### src/rtl/ctxsw_pkg.sv
package ctxsw_pkg;
  typedef enum logic {
    CTX_A = 1'b0,
    CTX_B = 1'b1
  } ctx_e;
endpackage

### src/rtl/ctxsw_bank.sv
module ctxsw_bank #(
  parameter int DATA_W  = 16,
  parameter int NREG    = 8,
  parameter int IDX_W   = 3,
  parameter bit BANK_ID = 1'b0
) (
  input  logic                   clk,
  input  logic                   rst_n,
  input  logic                   wr_en,
  input  logic                   wr_bank,
  input  logic [IDX_W-1:0]       wr_idx,
  input  logic [DATA_W-1:0]      wr_data,
  output logic [NREG*DATA_W-1:0] regs_q
);
  logic bank_hit;
  assign bank_hit = wr_en && (wr_bank == BANK_ID);

  for (genvar i = 0; i < NREG; i++) begin : g_slot
    logic slot_en;
    assign slot_en = bank_hit && (wr_idx == IDX_W'(i));

    always_ff @(posedge clk or negedge rst_n) begin
      if (!rst_n) begin
        regs_q[i*DATA_W +: DATA_W] <= '0;
      end else if (slot_en) begin
        regs_q[i*DATA_W +: DATA_W] <= wr_data;
      end
    end
  end
endmodule

### src/rtl/ctxsw_seq.sv
module ctxsw_seq
  import ctxsw_pkg::*;
(
  input  logic clk,
  input  logic rst_n,
  input  logic frame_start,
  input  logic ctx_sel,
  output ctx_e exp_q,
  output ctx_e rd_q,
  output ctx_e exp_d,
  output ctx_e rd_d
);
  logic pending;
  assign pending = (exp_q != rd_q);

  always_comb begin
    exp_d = exp_q;
    rd_d  = rd_q;
    if (frame_start) begin
      if (pending) begin
        rd_d = exp_q;
      end else begin
        exp_d = ctx_e'(ctx_sel);
      end
    end
  end

  always_ff @(posedge clk or negedge rst_n) begin
    if (!rst_n) begin
      exp_q <= CTX_A;
      rd_q  <= CTX_A;
    end else if (frame_start) begin
      exp_q <= exp_d;
      rd_q  <= rd_d;
    end
  end
endmodule

### src/rtl/ctxsw_shadow.sv
module ctxsw_shadow
  import ctxsw_pkg::*;
#(
  parameter int DATA_W = 16,
  parameter int NREG   = 8
) (
  input  logic                   clk,
  input  logic                   rst_n,
  input  logic                   frame_start,
  input  ctx_e                   exp_d,
  input  ctx_e                   rd_d,
  input  logic [NREG*DATA_W-1:0] bank_a,
  input  logic [NREG*DATA_W-1:0] bank_b,
  output logic [NREG*DATA_W-1:0] eff_q
);
  logic [NREG*DATA_W-1:0] eff_d;

  for (genvar i = 0; i < NREG; i++) begin : g_mux
    ctx_e src;
    if (i == 0) begin : g_exposure
      assign src = exp_d;
    end else begin : g_readout
      assign src = rd_d;
    end
    assign eff_d[i*DATA_W +: DATA_W] = (src == CTX_B) ? bank_b[i*DATA_W +: DATA_W]
                                                      : bank_a[i*DATA_W +: DATA_W];
  end

  always_ff @(posedge clk or negedge rst_n) begin
    if (!rst_n) begin
      eff_q <= '0;
    end else if (frame_start) begin
      eff_q <= eff_d;
    end
  end
endmodule

### src/rtl/ctxsw_top.sv
module ctxsw_top
  import ctxsw_pkg::*;
#(
  parameter int DATA_W = 16,
  parameter int NREG   = 8,
  localparam int IDX_W = $clog2(NREG),
  localparam int FLAT_W = NREG * DATA_W
) (
  input  logic              clk,
  input  logic              rst_n,
  input  logic              wr_en,
  input  logic              wr_bank,
  input  logic [IDX_W-1:0]  wr_idx,
  input  logic [DATA_W-1:0] wr_data,
  input  logic              ctx_sel,
  input  logic              frame_start,
  output logic [FLAT_W-1:0] eff_regs,
  output logic              exp_ctx,
  output logic              rd_ctx
);
  logic [1:0] rst_pipe;
  logic       rst_sync_n;

  always_ff @(posedge clk or negedge rst_n) begin
    if (!rst_n) begin
      rst_pipe <= 2'b00;
    end else begin
      rst_pipe <= {rst_pipe[0], 1'b1};
    end
  end
  assign rst_sync_n = rst_pipe[1];

  logic [FLAT_W-1:0] bank_q [2];

  for (genvar b = 0; b < 2; b++) begin : g_bank
    ctxsw_bank #(
      .DATA_W (DATA_W),
      .NREG   (NREG),
      .IDX_W  (IDX_W),
      .BANK_ID(1'(b))
    ) u_bank (
      .clk    (clk),
      .rst_n  (rst_sync_n),
      .wr_en  (wr_en),
      .wr_bank(wr_bank),
      .wr_idx (wr_idx),
      .wr_data(wr_data),
      .regs_q (bank_q[b])
    );
  end

  ctx_e exp_q, rd_q, exp_d, rd_d;

  ctxsw_seq u_seq (
    .clk        (clk),
    .rst_n      (rst_sync_n),
    .frame_start(frame_start),
    .ctx_sel    (ctx_sel),
    .exp_q      (exp_q),
    .rd_q       (rd_q),
    .exp_d      (exp_d),
    .rd_d       (rd_d)
  );

  ctxsw_shadow #(
    .DATA_W(DATA_W),
    .NREG  (NREG)
  ) u_shadow (
    .clk        (clk),
    .rst_n      (rst_sync_n),
    .frame_start(frame_start),
    .exp_d      (exp_d),
    .rd_d       (rd_d),
    .bank_a     (bank_q[0]),
    .bank_b     (bank_q[1]),
    .eff_q      (eff_regs)
  );

  assign exp_ctx = exp_q;
  assign rd_ctx  = rd_q;
endmodule

### config.mk
export PLATFORM = sky130hd
export DESIGN_NAME = ctxsw_top
export DESIGN_NICKNAME = d
export VERILOG_FILES = /design/src/rtl/ctxsw_pkg.sv /design/src/rtl/ctxsw_bank.sv /design/src/rtl/ctxsw_seq.sv /design/src/rtl/ctxsw_shadow.sv /design/src/rtl/ctxsw_top.sv
export SDC_FILE = /design/constraint.sdc
export NUM_CORES = 1
export LEC_CHECK = 0
export ABC_AREA = 0
export BUFFER_PORTS_ARGS = -buffer_cell sky130_fd_sc_hd__buf_2
export CAP_MARGIN = 20
export CORE_ASPECT_RATIO = 1.2
export CORE_MARGIN = 2
export CORE_UTILIZATION = 40
export CTS_BUF_LIST = sky130_fd_sc_hd__clkbuf_2
export DETAILED_ROUTE_END_ITERATION = 6
export GPL_ROUTABILITY_DRIVEN = 0
export PLACE_DENSITY = 0.61
export SLEW_MARGIN = 25
export SYNTH_ARGS = -nofsm -noshare
export SYNTH_HDL_FRONTEND = slang
export SYNTH_SLANG_ARGS = --single-unit
### constraint.sdc
create_clock -name clk -period 14.3 [get_ports clk]
set_input_delay 0.715 -clock clk [delete_from_list [all_inputs] [get_ports clk]]
set_output_delay 0.715 -clock clk [all_outputs]
set_load 0.01 [all_outputs]
== After elaboration in Yosys (flattened, before gate mapping) ==
Index checks and enable logic that the tools add are counted.

* Multiplexer cells: 12
* Reduce and logical (&&, ||, !) cells: 19
* Equality and inequality tests: 8
* Bitwise logic cells: 1

{| class="wikitable"
|+ Operators with widths
! operator !! number
|-
| $mux 16 || 8
|-
| $logic_and 1x1->1 || 18
|-
| $eq 3x3->1 const B || 4
|-
| $eq 3x2->1 const B || 2
|-
| $mux 1 || 4
|-
| $eq 3x1->1 const B || 1
|-
| $logic_not 3->1 || 1
|-
| $ne 1x1->1 || 1
|-
| $not 1->1 || 1
|}

* Word-level logic and storage cells: 60
* Input port bits: 25
* Register bits after elaboration: 388

== Logic depth before layout (Yosys ltp) ==
Gate-level depths: netlist of run 1.

* Depth in word-level cells: 4
* Depth in mapped cells: 6

== Cells and area by module ==
Synthesis of run 1 repeated with hierarchy kept, for this count alone.

* Cell total of the unflattened synthesis: 1125
* Area total of the unflattened synthesis: 15870.2 um2

{| class="wikitable"
|+ By module, submodules not included
! module !! area an instance (um2) !! seq. area each (um2) !! instances !! cells each
|-
| ctxsw_shadow || 5955.7 || 3203.1 || 1 || 555
|-
| ctxsw_bank at g_bank[0].u_bank || 4893.4 || 3203.1 || 1 || 280
|-
| ctxsw_bank at g_bank[1].u_bank || 4865.9 || 3203.1 || 1 || 279
|-
| ctxsw_seq || 101.3 || 50.0 || 1 || 8
|-
| ctxsw_top || 53.8 || 50.0 || 1 || 3
|}

== Least setup slack after synthesis of run 1 ==
OpenSTA, ideal clock, no wires.

* Path kind: in2reg
* Start: in wr_idx[0]
* End: reg g_bank[1].u_bank.regs_q[37]
* Setup slack: 12177 ps
* Library setup time: 125 ps
* Stages: 5
* Arrival time: 1998 ps
* Data required time: 14175 ps
* Cells stage by stage: buf_4 nand2b_4 nor3_2 buf_2 mux2_2

* Longest elaborated chain between the ends: 2

{| class="wikitable"
|+ RTL lines
! element !! line !! source
|-
| start, declared || ctxsw_top.sv:13 || <nowiki>input logic [IDX_W-1:0] wr_idx,</nowiki>
|-
| $eq 3x2->1 || ctxsw_bank.sv:20 || <nowiki>assign slot_en = bank_hit && (wr_idx == IDX_W'(i));</nowiki>
|-
| $logic_and 1x1->1 || ctxsw_bank.sv:20 ||
|-
| end signal, assigned by index || ctxsw_bank.sv:26 || <nowiki>regs_q[i*DATA_W +: DATA_W] <= wr_data;</nowiki>
|-
| end, declared || ctxsw_bank.sv:13 || <nowiki>output logic [NREG*DATA_W-1:0] regs_q</nowiki>
|}

Every way passes these cells.
A chain may end at the register's enable or synchronous reset.

==> results of run 1 <==
[critical path: cells and delay by family (launching register included)]
| family | cells | cell delay [ns] |
|---|---|---|
| flip-flops | 1 | 0.75 |
| multiplexers | 1 | 0.31 |
| buffers and inverters | 2 | 1.58 |
| AO/OA/AOI/OAI | 1 | 0.09 |
[report_power, final]
group | switching (mW) | total [mW] | internal (mW)
Combinational | 0.382 | 0.783 | 0.401
Clock | 0.431 | 0.682 | 0.252
Sequential | 0.179 | 1.56 | 1.38
[worst paths after layout]
kind,slack (ns),endpoint
worst max-delay path,11.29,u_shadow.eff_q[89]
worst min-delay path,0.20,g_bank[0].u_bank.regs_q[22]
worst max register to register,11.29,u_shadow.eff_q[89]
worst min register to register,0.35,rst_pipe[1]
max in group asynchronous,12.18,g_bank[0].u_bank.regs_q[98]
min in group asynchronous,0.36,u_shadow.eff_q[67]
[cell families (layout without fill, tap and decap cells)]
logic type      Yosys count  count (layout)  synth area share [%]
other cells               1               2                0.0238
compound gates          115             115                  3.68
flops                   388             388                  61.7
buf+inv                  80             331                  2.37
simple gates            141             141                  4.11
mux                     401             401                  28.1
[placed cells by master (no fill, tap or decap), types with 3 or more instances in the layout]
cell	instances
sky130_fd_sc_hd__a21oi_1	112
sky130_fd_sc_hd__buf_2	153
sky130_fd_sc_hd__buf_4	12
sky130_fd_sc_hd__clkbuf_2	135
sky130_fd_sc_hd__clkinv_1	16
sky130_fd_sc_hd__dfrtp_1	386
sky130_fd_sc_hd__dlygate4sd3_1	3
sky130_fd_sc_hd__inv_2	3
sky130_fd_sc_hd__mux2_1	24
sky130_fd_sc_hd__mux2_2	255
sky130_fd_sc_hd__mux2_4	10
sky130_fd_sc_hd__mux2i_1	112
sky130_fd_sc_hd__nor2_1	113
sky130_fd_sc_hd__nor2_4	4
sky130_fd_sc_hd__nor3_2	5
[per-stage QoR]
step	power [mW]	util (%)	cells	hold slack [ns]	cell area, µm²
global route	3.24	45.9	1904	0.123	17800
floorplan	2.09	-	1126	0.331	15700
global placement	2.37	43.7	1741	0.338	16900
finish	3.03	45.9	1904	0.199	17800
detailed placement	2.39	43.7	1741	0.347	16900
CTS	3.08	45.8	1902	0.0969	17700
[what timing repair did]
action                                 4_1_cts  5_1_grt
endpoints found under the hold margin        3        0
buffers inserted                             0        0
hold buffers                                 3        0
[cell type report]
class	instances	area share, %
repair buffers	172	5.39
clock inverters	23	0.556
well taps	526	3.70
clock buffers	135	3.80
diodes	1	0.0141
inverters	1	0.0211
multi-input cells	658	31.9
flip-flops and latches	388	54.6
[layer usage]
metal,up-vias,GRT usage (%)
li1,4373,-
met1,4791,21.7
met2,185,29.2
met3,55,4.76
met4,2,7.45
met5,-,0
[registers in the layout, summed over array words and instances (netlist names), named ones only]
| name | flops |
|---|---|
| u_shadow.eff_q | 128 |
| rst_pipe | 2 |
| g_bank.u_bank.regs_q | 256 |
| u_seq.rd_q | 1 |
==> run metrics, run 1 <==
run status=completed; total area of multi-input combinational cells=5670 µm²; CP Class=flop to flop; total number of vias=9406; transition time at the pin with the least slew margin=1.05 ns; prevailing post-synth register cell=sky130_fd_sc_hd__dfrtp_1; die width=approximately 180 µm; clock latency on the worst-skew pair=1.02 ns; Die Area=40900 µm²; routed vias/inst=4.94; clock buffer count from CTS=95; count of synthesis-stage warnings from yosys=0; Total Routed Length=35200 µm; starting density of the core=40.6%; final worst setup slack=11.29 ns; fraction of the yosys area taken by sequential cells=between 60% and 70%; cell type with the highest occurrence count on the critical path=sky130_fd_sc_hd__buf_4; shortest period the worst path allows=between 3 and 4 ns; TNS Setup=0 ns; startpoint type of the worst setup path=flop; setup repair after global routing missed its margin=false; min-delay worst type=primary input to flop; standard-cell row count=79; post-layout net count=about 1300; antenna violation net count after detailed routing=0; detailed route wirelength on metal3=between 1500 and 2000 µm; synthesized area divided by synthesized cell count=approximately 14 µm²; peak per-stage delay on the critical path=0.84 ns; first-pass GRT wire length=55300 µm; clock tree from TritonCTS=built; Fill cells=3644; Core ar.=38700 µm²; count of input and output buffers=around 150; CTS H-tree lvls=3; detailed-routing wirelength on met1=15100 µm; library cell used as clock root buffer=sky130_fd_sc_hd__clkbuf_2; Gate Count Post-Synth=1126; pin count of the biggest net entering global routing=181; Reg2Reg Depth=4; CP endpoint kind=flop; max layer used=met5; Area Growth Syn to Fin=13.1%; cell area power density=170 nW/µm²; via count of the first global-routing pass=9936; vertical die dimension=221 µm; final hold viol count=0; number of gates given a new drive strength after cts=0; I/O pin count=155; Peak Freq=0.333 GHz; number of iterations in the first detailed-routing pass=4; maximum capacitance violations=0; post-synthesis instance area=15700 µm²; share of synthesized registers carrying an async set or reset=100%; net count after synthesis=1151; maximum fanout along the worst path=between 40 and 50; number of antenna violations at the first check in global routing=2; final setup violating endpoints=0; maximum clock insertion buffer count=3; layout cells sized above 1=43.2%; minimum setup slack after placement=10.97 ns; most frequent cells after synthesis=sky130_fd_sc_hd__dfrtp_1, sky130_fd_sc_hd__mux2_2, sky130_fd_sc_hd__nor2_1; Post-synth EDFFs=0; number of pins exceeding their max-slew limit in the final report=0; CTS clock-pin slew for the worst setup and hold paths=approximately 0.11 ns; top cell type's share of synthesized area=61.7%; Tot GR Track Use=17.6%; area of all sequential standard cells=between 9000 and 10000 µm²; Static Leakage=8.49 nW; Critical Path AT=~3.8 ns; cells along the critical path=buf_4 -> buf_4 -> mux2i_1 -> a21oi_1; Hold Crit Depth=2; met2 wire length=~18000 µm; final cycle utilization of the critical path=21.0%; DPL Wire Length=21600 µm; cell type with the highest aggregate area in the netlist=sky130_fd_sc_hd__dfrtp_1; Final Skew=between 0.08 and 0.09 ns; required time of the critical path=15.08 ns; highest-delay cell along the critical path=sky130_fd_sc_hd__buf_4; library cell with the highest instance count after synthesis=sky130_fd_sc_hd__dfrtp_1; number of distinct standard cells referenced by the synthesized netlist=28; top area cells in the synthesized netlist=sky130_fd_sc_hd__dfrtp_1, sky130_fd_sc_hd__mux2_2, sky130_fd_sc_hd__mux2i_1, sky130_fd_sc_hd__a21oi_1, sky130_fd_sc_hd__nor2_1; overall overflow remaining after global route=0; total number of clock tree sinks=388; normalized max-slew margin=29.7%; drt wl/cell=18.5 µm; Iteration-0 DRC Markers=about 440; post-detailed-route DRC marker count=0; origin of the worst min-delay path=wr_data[6]; peak supply drop=0.0665 mV; post-synthesis sequential element count=388
Power figures use the tool's default switching activity.
==> run 2: changes to the inputs <==
Settings changed: ABC_AREA 0 to 1, PLACE_DENSITY 0.61 to 0.63.
Clock period 14.3 ns to 2.45 ns, I/O delays scaled along.
==> run metrics, run 2 <==
CTS clock-pin slew for the worst setup and hold paths=0.09 ns (was 0.11 ns); antenna violation net count after detailed routing=0 (unchanged); highest-delay cell along the critical path=sky130_fd_sc_hd__dlygate4sd3_1 (was sky130_fd_sc_hd__buf_4); clock tree from TritonCTS=built (unchanged); post-layout net count=1864 (was 1341); final setup violating endpoints=0 (unchanged); Post-synth EDFFs=0 (unchanged); total number of vias=12148 (was 9406); cells along the critical path=dlygate4sd3_1 -> buf_2 -> inv_1 -> nor2_4 -> dlygate4sd3_1 -> inv_1 -> nor2_2 -> buf_4 -> nor2_1 -> a21oi_1 -> dlygate4sd3_1 (was buf_4 -> buf_4 -> mux2i_1 -> a21oi_1); startpoint type of the worst setup path=primary input (was flop); count of input and output buffers=154 (unchanged); final cycle utilization of the critical path=85.8%; share of synthesized registers carrying an async set or reset=100% (unchanged); run status=completed (unchanged); most common cell after layout, fill and taps aside=sky130_fd_sc_hd__dfrtp_1 (unchanged); standard-cell row count=78 (was 79); cell type with the highest occurrence count on the critical path=sky130_fd_sc_hd__dlygate4sd3_1 (was sky130_fd_sc_hd__buf_4); die width=182 µm (was 185 µm); first-pass GRT wire length=67100 µm (was 55300 µm); number of iterations in the first detailed-routing pass=5 (was 4); library cell used as clock root buffer=sky130_fd_sc_hd__clkbuf_2 (unchanged); required time of the critical path=3.35 ns (was 15.08 ns); peak supply drop=0.342 mV (was 0.0665 mV); Peak Freq=0.476 GHz; transition time at the pin with the least slew margin=0.963 ns (was 1.05 ns); number of gates given a new drive strength after cts=0 (unchanged); starting density of the core=40.5% (was 40.6%); most used cells in the layout excluding fill and tap cells=sky130_fd_sc_hd__dfrtp_1, sky130_fd_sc_hd__nand2_1, sky130_fd_sc_hd__o21ai_0 (was sky130_fd_sc_hd__dfrtp_1, sky130_fd_sc_hd__mux2_2, sky130_fd_sc_hd__buf_2); total number of clock tree sinks=388 (unchanged); area of all placed cells without fillers=17500 µm² (was 17800 µm²); final worst setup slack=0.348 ns (was 11.29 ns); CP Class=primary input to flop (was flop to flop); number of buffers and inverters on the critical path=7 (was 2); Die Area=39700 µm² (was 40900 µm²); count of synthesis-stage warnings from yosys=0 (unchanged); Static Leakage=8.56 nW (was 8.49 nW); post-detailed-route DRC marker count=0 (unchanged); DPL Wire Length=24300 µm (was 21600 µm); Core ar.=37700 µm² (was 38700 µm²); Final Skew=0.0814 ns (was 0.0865 ns); Post-CTS Setup Repair Bufs=0 (unchanged); final hold viol count=0 (unchanged); layout cells sized above 1=18.2% (was 43.2%); min-delay worst type=primary input to asynchronous set/reset pin (was primary input to flop); routed vias/inst=5.13 (was 4.94); Gate Count Post-Synth=1641 (was 1126); clock latency on the worst-skew pair=0.96 ns (was 1.02 ns); fraction of the yosys area taken by sequential cells=63.7% (was 61.7%); Critical Path AT=3.00 ns (was 3.78 ns); maximum fanout along the worst path=32 (was 46); library cell with the highest instance count after synthesis=sky130_fd_sc_hd__dfrtp_1 (unchanged); top cell type's share of synthesized area=63.7% (was 61.7%); Tot GR Track Use=21.7% (was 17.6%); prevailing post-synth register cell=sky130_fd_sc_hd__dfrtp_1 (unchanged); placed inst area=16400 µm² (was 16900 µm²); vertical die dimension=218 µm (was 221 µm); CP endpoint kind=flop (unchanged); maximum capacitance violations=0 (unchanged); cell type group with the largest total delay on the critical path=buffers and inverters (unchanged); number of antenna violations at the first check in global routing=1 (was 2); Iteration-0 DRC Markers=1038 (was 441); number of distinct standard cells referenced by the synthesized netlist=22 (was 28); clock buffer count from CTS=94 (was 95); most frequent cells after synthesis=sky130_fd_sc_hd__dfrtp_1, sky130_fd_sc_hd__nand2_1, sky130_fd_sc_hd__o21ai_0 (was sky130_fd_sc_hd__dfrtp_1, sky130_fd_sc_hd__mux2_2, sky130_fd_sc_hd__nor2_1); Total Routed Length=42200 µm (was 35200 µm); synthesized area divided by synthesized cell count=9.29 µm² (was 14.0 µm²); max reg flops=256 (unchanged); cell area power density=949 nW/µm² (was 170 nW/µm²); top area cells in the synthesized netlist=sky130_fd_sc_hd__dfrtp_1, sky130_fd_sc_hd__o21ai_0, sky130_fd_sc_hd__nand2_1, sky130_fd_sc_hd__nor2_1, sky130_fd_sc_hd__o21ai_1 (was sky130_fd_sc_hd__dfrtp_1, sky130_fd_sc_hd__mux2_2, sky130_fd_sc_hd__mux2i_1, sky130_fd_sc_hd__a21oi_1, sky130_fd_sc_hd__nor2_1); number of pins exceeding their max-slew limit in the final report=0 (unchanged); drt wl/cell=17.8 µm (was 18.5 µm); via count of the first global-routing pass=12209 (was 9936); net count after synthesis=1666 (was 1151); I/O pin count=155 (unchanged); post-synthesis instance area=15200 µm² (was 15700 µm²); maximum clock insertion buffer count=3 (unchanged); normalized max-slew margin=35.7% (was 29.7%); post-synthesis sequential element count=388 (unchanged); shortest period the worst path allows=2.10 ns; CTS H-tree lvls=3 (unchanged); peak per-stage delay on the critical path=0.73 ns (was 0.84 ns); setup repair after global routing missed its margin=false (unchanged); overall overflow remaining after global route=0 (unchanged); top register by number of flip-flops=g_bank.u_bank.regs_q (unchanged); Area Growth Syn to Fin=14.8% (was 13.1%); pin count of the biggest net entering global routing=129 (was 181); minimum setup slack after placement=0.589 ns (was 10.97 ns); cell type with the highest aggregate area in the netlist=sky130_fd_sc_hd__dfrtp_1 (unchanged); largest registers=g_bank.u_bank.regs_q: 256 flops, u_shadow.eff_q: 128 flops, rst_pipe: 2 flops (unchanged)
run 2: report_power, final:
group          switching, mW  internal, mW  leakage (nW)
clock                   2.47          1.59         0.584
combinational           2.21          1.41          3.16
sequential              1.00          7.92          4.82
run 2: metrics by stage:
stage                     power, mW  TNS [ns]  util [%]  hold slack (ns)  cells
after floorplan                11.1   -527.54         -           -0.173   1641
after global placement         12.5         0      43.6          -0.0910   2191
after detailed placement       12.7         0      43.6          -0.0891   2191
after CTS                      16.8         0      46.4           0.0170   2364
after global routing           17.8         0      46.4           0.0564   2365
final                          16.6         0      46.4           0.0849   2366
run 2: kinds of logic (layout without fill, tap and decap cells):
family	Yosys count	after routing	synth area share (%)
buffers and inverters	178	421	5.21
AOI/OAI and AO/OA	480	480	15.8
other	1	3	0.0246
and+or+nand+nor	594	594	15.3
DFF	388	388	63.7
run 2: path summary, 6_finish.rpt:
check	start	to	slack [ns]	cells past startpoint
setup / recovery	wr_en	g_bank[0].u_bank.regs_q[86]	0.35	11
hold / removal	rst_n	rst_pipe[1]	0.08	3
setup reg to reg	flop	u_shadow.eff_q[13]	0.57	5
hold reg to reg	rst_pipe[1]	g_bank[0].u_bank.regs_q[5]	0.12	0
max in group asynchronous	rst_pipe[1]	g_bank[0].u_bank.regs_q[43]	1.34	2
min in group clk	frame_start	u_shadow.eff_q[85]	0.18	4
run 2: timing repair:
| item | 4_1_cts | 5_1_grt |
|---|---|---|
| endpoints found under the setup margin | 0 | 0 |
| hold buffers | 32 | 0 |
| endpoints found under the hold margin | 332 | 0 |
run 2: per-layer routing:
metal | track usage [%] | share of wire (%) | up-vias
li1 | - | - | 5765
met1 | 29.1 | 45 | 5928
met2 | 35.3 | 48 | 390
met3 | 3.99 | 5.4 | 65
met4 | 8.01 | 2.5 | 0
met5 | 0 | 0 | -
run 2: worst min-delay path, delay by kind of cell:
kind	cells	cell delay, ns
buffers and inverters	3	1.19
run 2: layout make-up:
cell class | count | area, µm²
antenna | 2 | 5.00
clock buffer | 129 | 646
clock inverter | 12 | 106
fill | 3731 | 20200
inverter | 58 | 220
multi-input combinational | 1075 | 4750
sequential | 388 | 9720
tap | 480 | 601
timing repair buffer | 222 | 1450
==> run 3: changes to the inputs <==
Clock period 2.45 ns to 1.8 ns, I/O delays scaled along.
==> run metrics, run 3 (synthesized netlist as in run 2, its figures left out) <==
run status=completed (unchanged); starting density of the core=40.5% (unchanged); final setup violating endpoints=0 (unchanged); Fill cells=3653 (was 3731); top register by number of flip-flops=g_bank.u_bank.regs_q (unchanged); setup repair after global routing missed its margin=true (was false); I/O pin count=155 (unchanged); Core ar.=37700 µm² (unchanged); via count of the first global-routing pass=12357 (was 12209); shortest period the worst path allows=approximately 1.8 ns; DPL Wire Length=24800 µm (was 24300 µm); Peak Freq=0.560 GHz; count of input and output buffers=154 (unchanged); Tot GR Track Use=22.2% (was 21.7%); final cycle utilization of the critical path=99.2%; area of all sequential standard cells=9720 µm² (unchanged); most common cell after layout, fill and taps aside=sky130_fd_sc_hd__dfrtp_1 (unchanged); filler-free cell count of the finished design=2422 (was 2366); placed inst area=16600 µm² (was 16400 µm²); library cell used as clock root buffer=sky130_fd_sc_hd__clkbuf_2 (unchanged); total power of the final layout=23.3 mW (was 16.6 mW); number of antenna violations at the first check in global routing=2 (was 1); pin count of the biggest net entering global routing=129 (unchanged); Area Growth Syn to Fin=18.3% (was 14.8%); clock latency on the worst-skew pair=1.01 ns (was 0.96 ns); largest registers=g_bank.u_bank.regs_q: 256 flops, u_shadow.eff_q: 128 flops, rst_pipe: 2 flops (unchanged); die width=182 µm (unchanged); min-delay worst type=primary input to flop (was primary input to asynchronous set/reset pin); Total Routed Length=43000 µm (was 42200 µm); CTS clock-pin slew for the worst setup and hold paths=0.11 ns (was 0.09 ns); maximum clock insertion buffer count=3 (unchanged); clock buffer count from CTS=93 (was 94); area of all placed cells without fillers=18000 µm² (was 17500 µm²); vertical die dimension=218 µm (unchanged); most used cells in the layout excluding fill and tap cells=sky130_fd_sc_hd__dfrtp_1, sky130_fd_sc_hd__nand2_1, sky130_fd_sc_hd__o21ai_0 (unchanged); maximum fanout along the worst path=2 (was 32); number of pins exceeding their max-slew limit in the final report=0 (unchanged); post-detailed-route DRC marker count=0 (unchanged); standard-cell row count=78 (unchanged); total number of clock tree sinks=388 (unchanged); startpoint type of the worst setup path=flop (was primary input); number of iterations in the first detailed-routing pass=5 (unchanged); placed insts=2208 (was 2191); CP Class=flop to primary output (was primary input to flop); first-pass GRT wire length=68000 µm (was 67100 µm); antenna violation net count after detailed routing=0 (unchanged); total area of multi-input combinational cells=4760 µm² (was 4750 µm²); routed vias/inst=5.08 (was 5.13); peak supply drop=0.521 mV (was 0.342 mV); required time of the critical path=1.71 ns (was 3.35 ns); maximum capacitance violations=0 (unchanged); transition time at the pin with the least slew margin=0.836 ns (was 0.963 ns); Iteration-0 DRC Markers=755 (was 1038); overall overflow remaining after global route=0 (unchanged); Critical Path AT=1.70 ns (was 3.00 ns); final hold viol count=0 (unchanged); drt wl/cell=17.8 µm (about the same); cell area power density=1290 nW/µm² (was 949 nW/µm²); TNS Setup=0 ns (unchanged); layout cells sized above 1=19.2% (was 18.2%); Die Area=39700 µm² (unchanged); normalized max-slew margin=44.3% (was 35.7%); CP endpoint kind=primary output (was flop); post-layout net count=1892 (was 1864); total number of vias=12304 (was 12148); utilization after layout=47.8% (was 46.4%); max reg flops=256 (unchanged); Final Skew=0.0814 ns (about the same); clock tree from TritonCTS=built (unchanged); Static Leakage=8.82 nW (was 8.56 nW); CTS H-tree lvls=3 (unchanged)
[run 3: metrics by stage]
stage          worst slack (ns)  hold WS, ns
6_report                 0.0148        0.130
5_1_grt                 -0.0723       0.0802
4_1_cts                 -0.0658       0.0271
3_5_place_dp              0.299       -0.121
3_3_place_gp              0.337       -0.125
2_1_floorplan             -2.02       -0.206
[run 3: path summary, 6_finish.rpt]
path / slack (ns) / from / cells past startpoint / end
worst max-delay path: 0.01 / flop / 2 / exp_ctx
worst min-delay path: 0.13 / wr_data[13] / 5 / g_bank[1].u_bank.regs_q[109]
worst max register to register: 0.14 / flop / 8 / u_shadow.eff_q[22]
worst min register to register: 0.18 / rst_pipe[1] / 0 / g_bank[1].u_bank.regs_q[13]
max in group asynchronous: 0.82 / rst_pipe[1] / 1 / u_shadow.eff_q[52]
min in group asynchronous: 0.18 / rst_pipe[1] / 0 / g_bank[1].u_bank.regs_q[13]
[run 3: routing by layer]
| layer | track usage (%) | part of all wire (%) | up-vias |
|---|---|---|---|
| met5 | 0 | 0 | - |
| met4 | 10.0 | 3.4 | 0 |
| met3 | 4.61 | 6.2 | 80 |
| met2 | 35.5 | 47 | 380 |
| met1 | 29.3 | 44 | 5980 |
| li1 | - | - | 5864 |
[run 3: cell type report]
class	instances	share of cell area, %
Antenna cell	3	0.0416
Multi-Input combinational cell	1075	26.4
Timing Repair Buffer	251	10.2
Sequential cell	388	53.9
Clock inverter	32	1.12
Inverter	58	1.22
Clock buffer	135	3.75
Tap cell	480	3.33
[run 3: critical path: stages, from the launching register on]
cell	delay, ns
sky130_fd_sc_hd__dfrtp_4	0.51
sky130_fd_sc_hd__buf_12	0.13
sky130_fd_sc_hd__buf_6	0.11
[run 3: repair_timing]
| action | in CTS | in global routing |
|---|---|---|
| endpoints found under the setup margin | 3 | 28 |
| hold endpoints to repair | 388 | 118 |
| buffers inserted | 3 | 2 |
| pin swaps | 0 | 2 |
| hold buffers | 38 | 1 |
| resized for setup | 4 | 15 |
| gates cloned | 1 | 1 |
[run 3: power by group]
part / internal, mW / leakage (nW) / total [mW] / switching, mW
combinational: 2.16 / 3.36 / 5.30 / 3.14
sequential: 10.8 / 4.82 / 12.1 / 1.30
clock: 2.43 / 0.650 / 5.95 / 3.52
total: 15.4 / 8.82 / 23.3 / 7.96
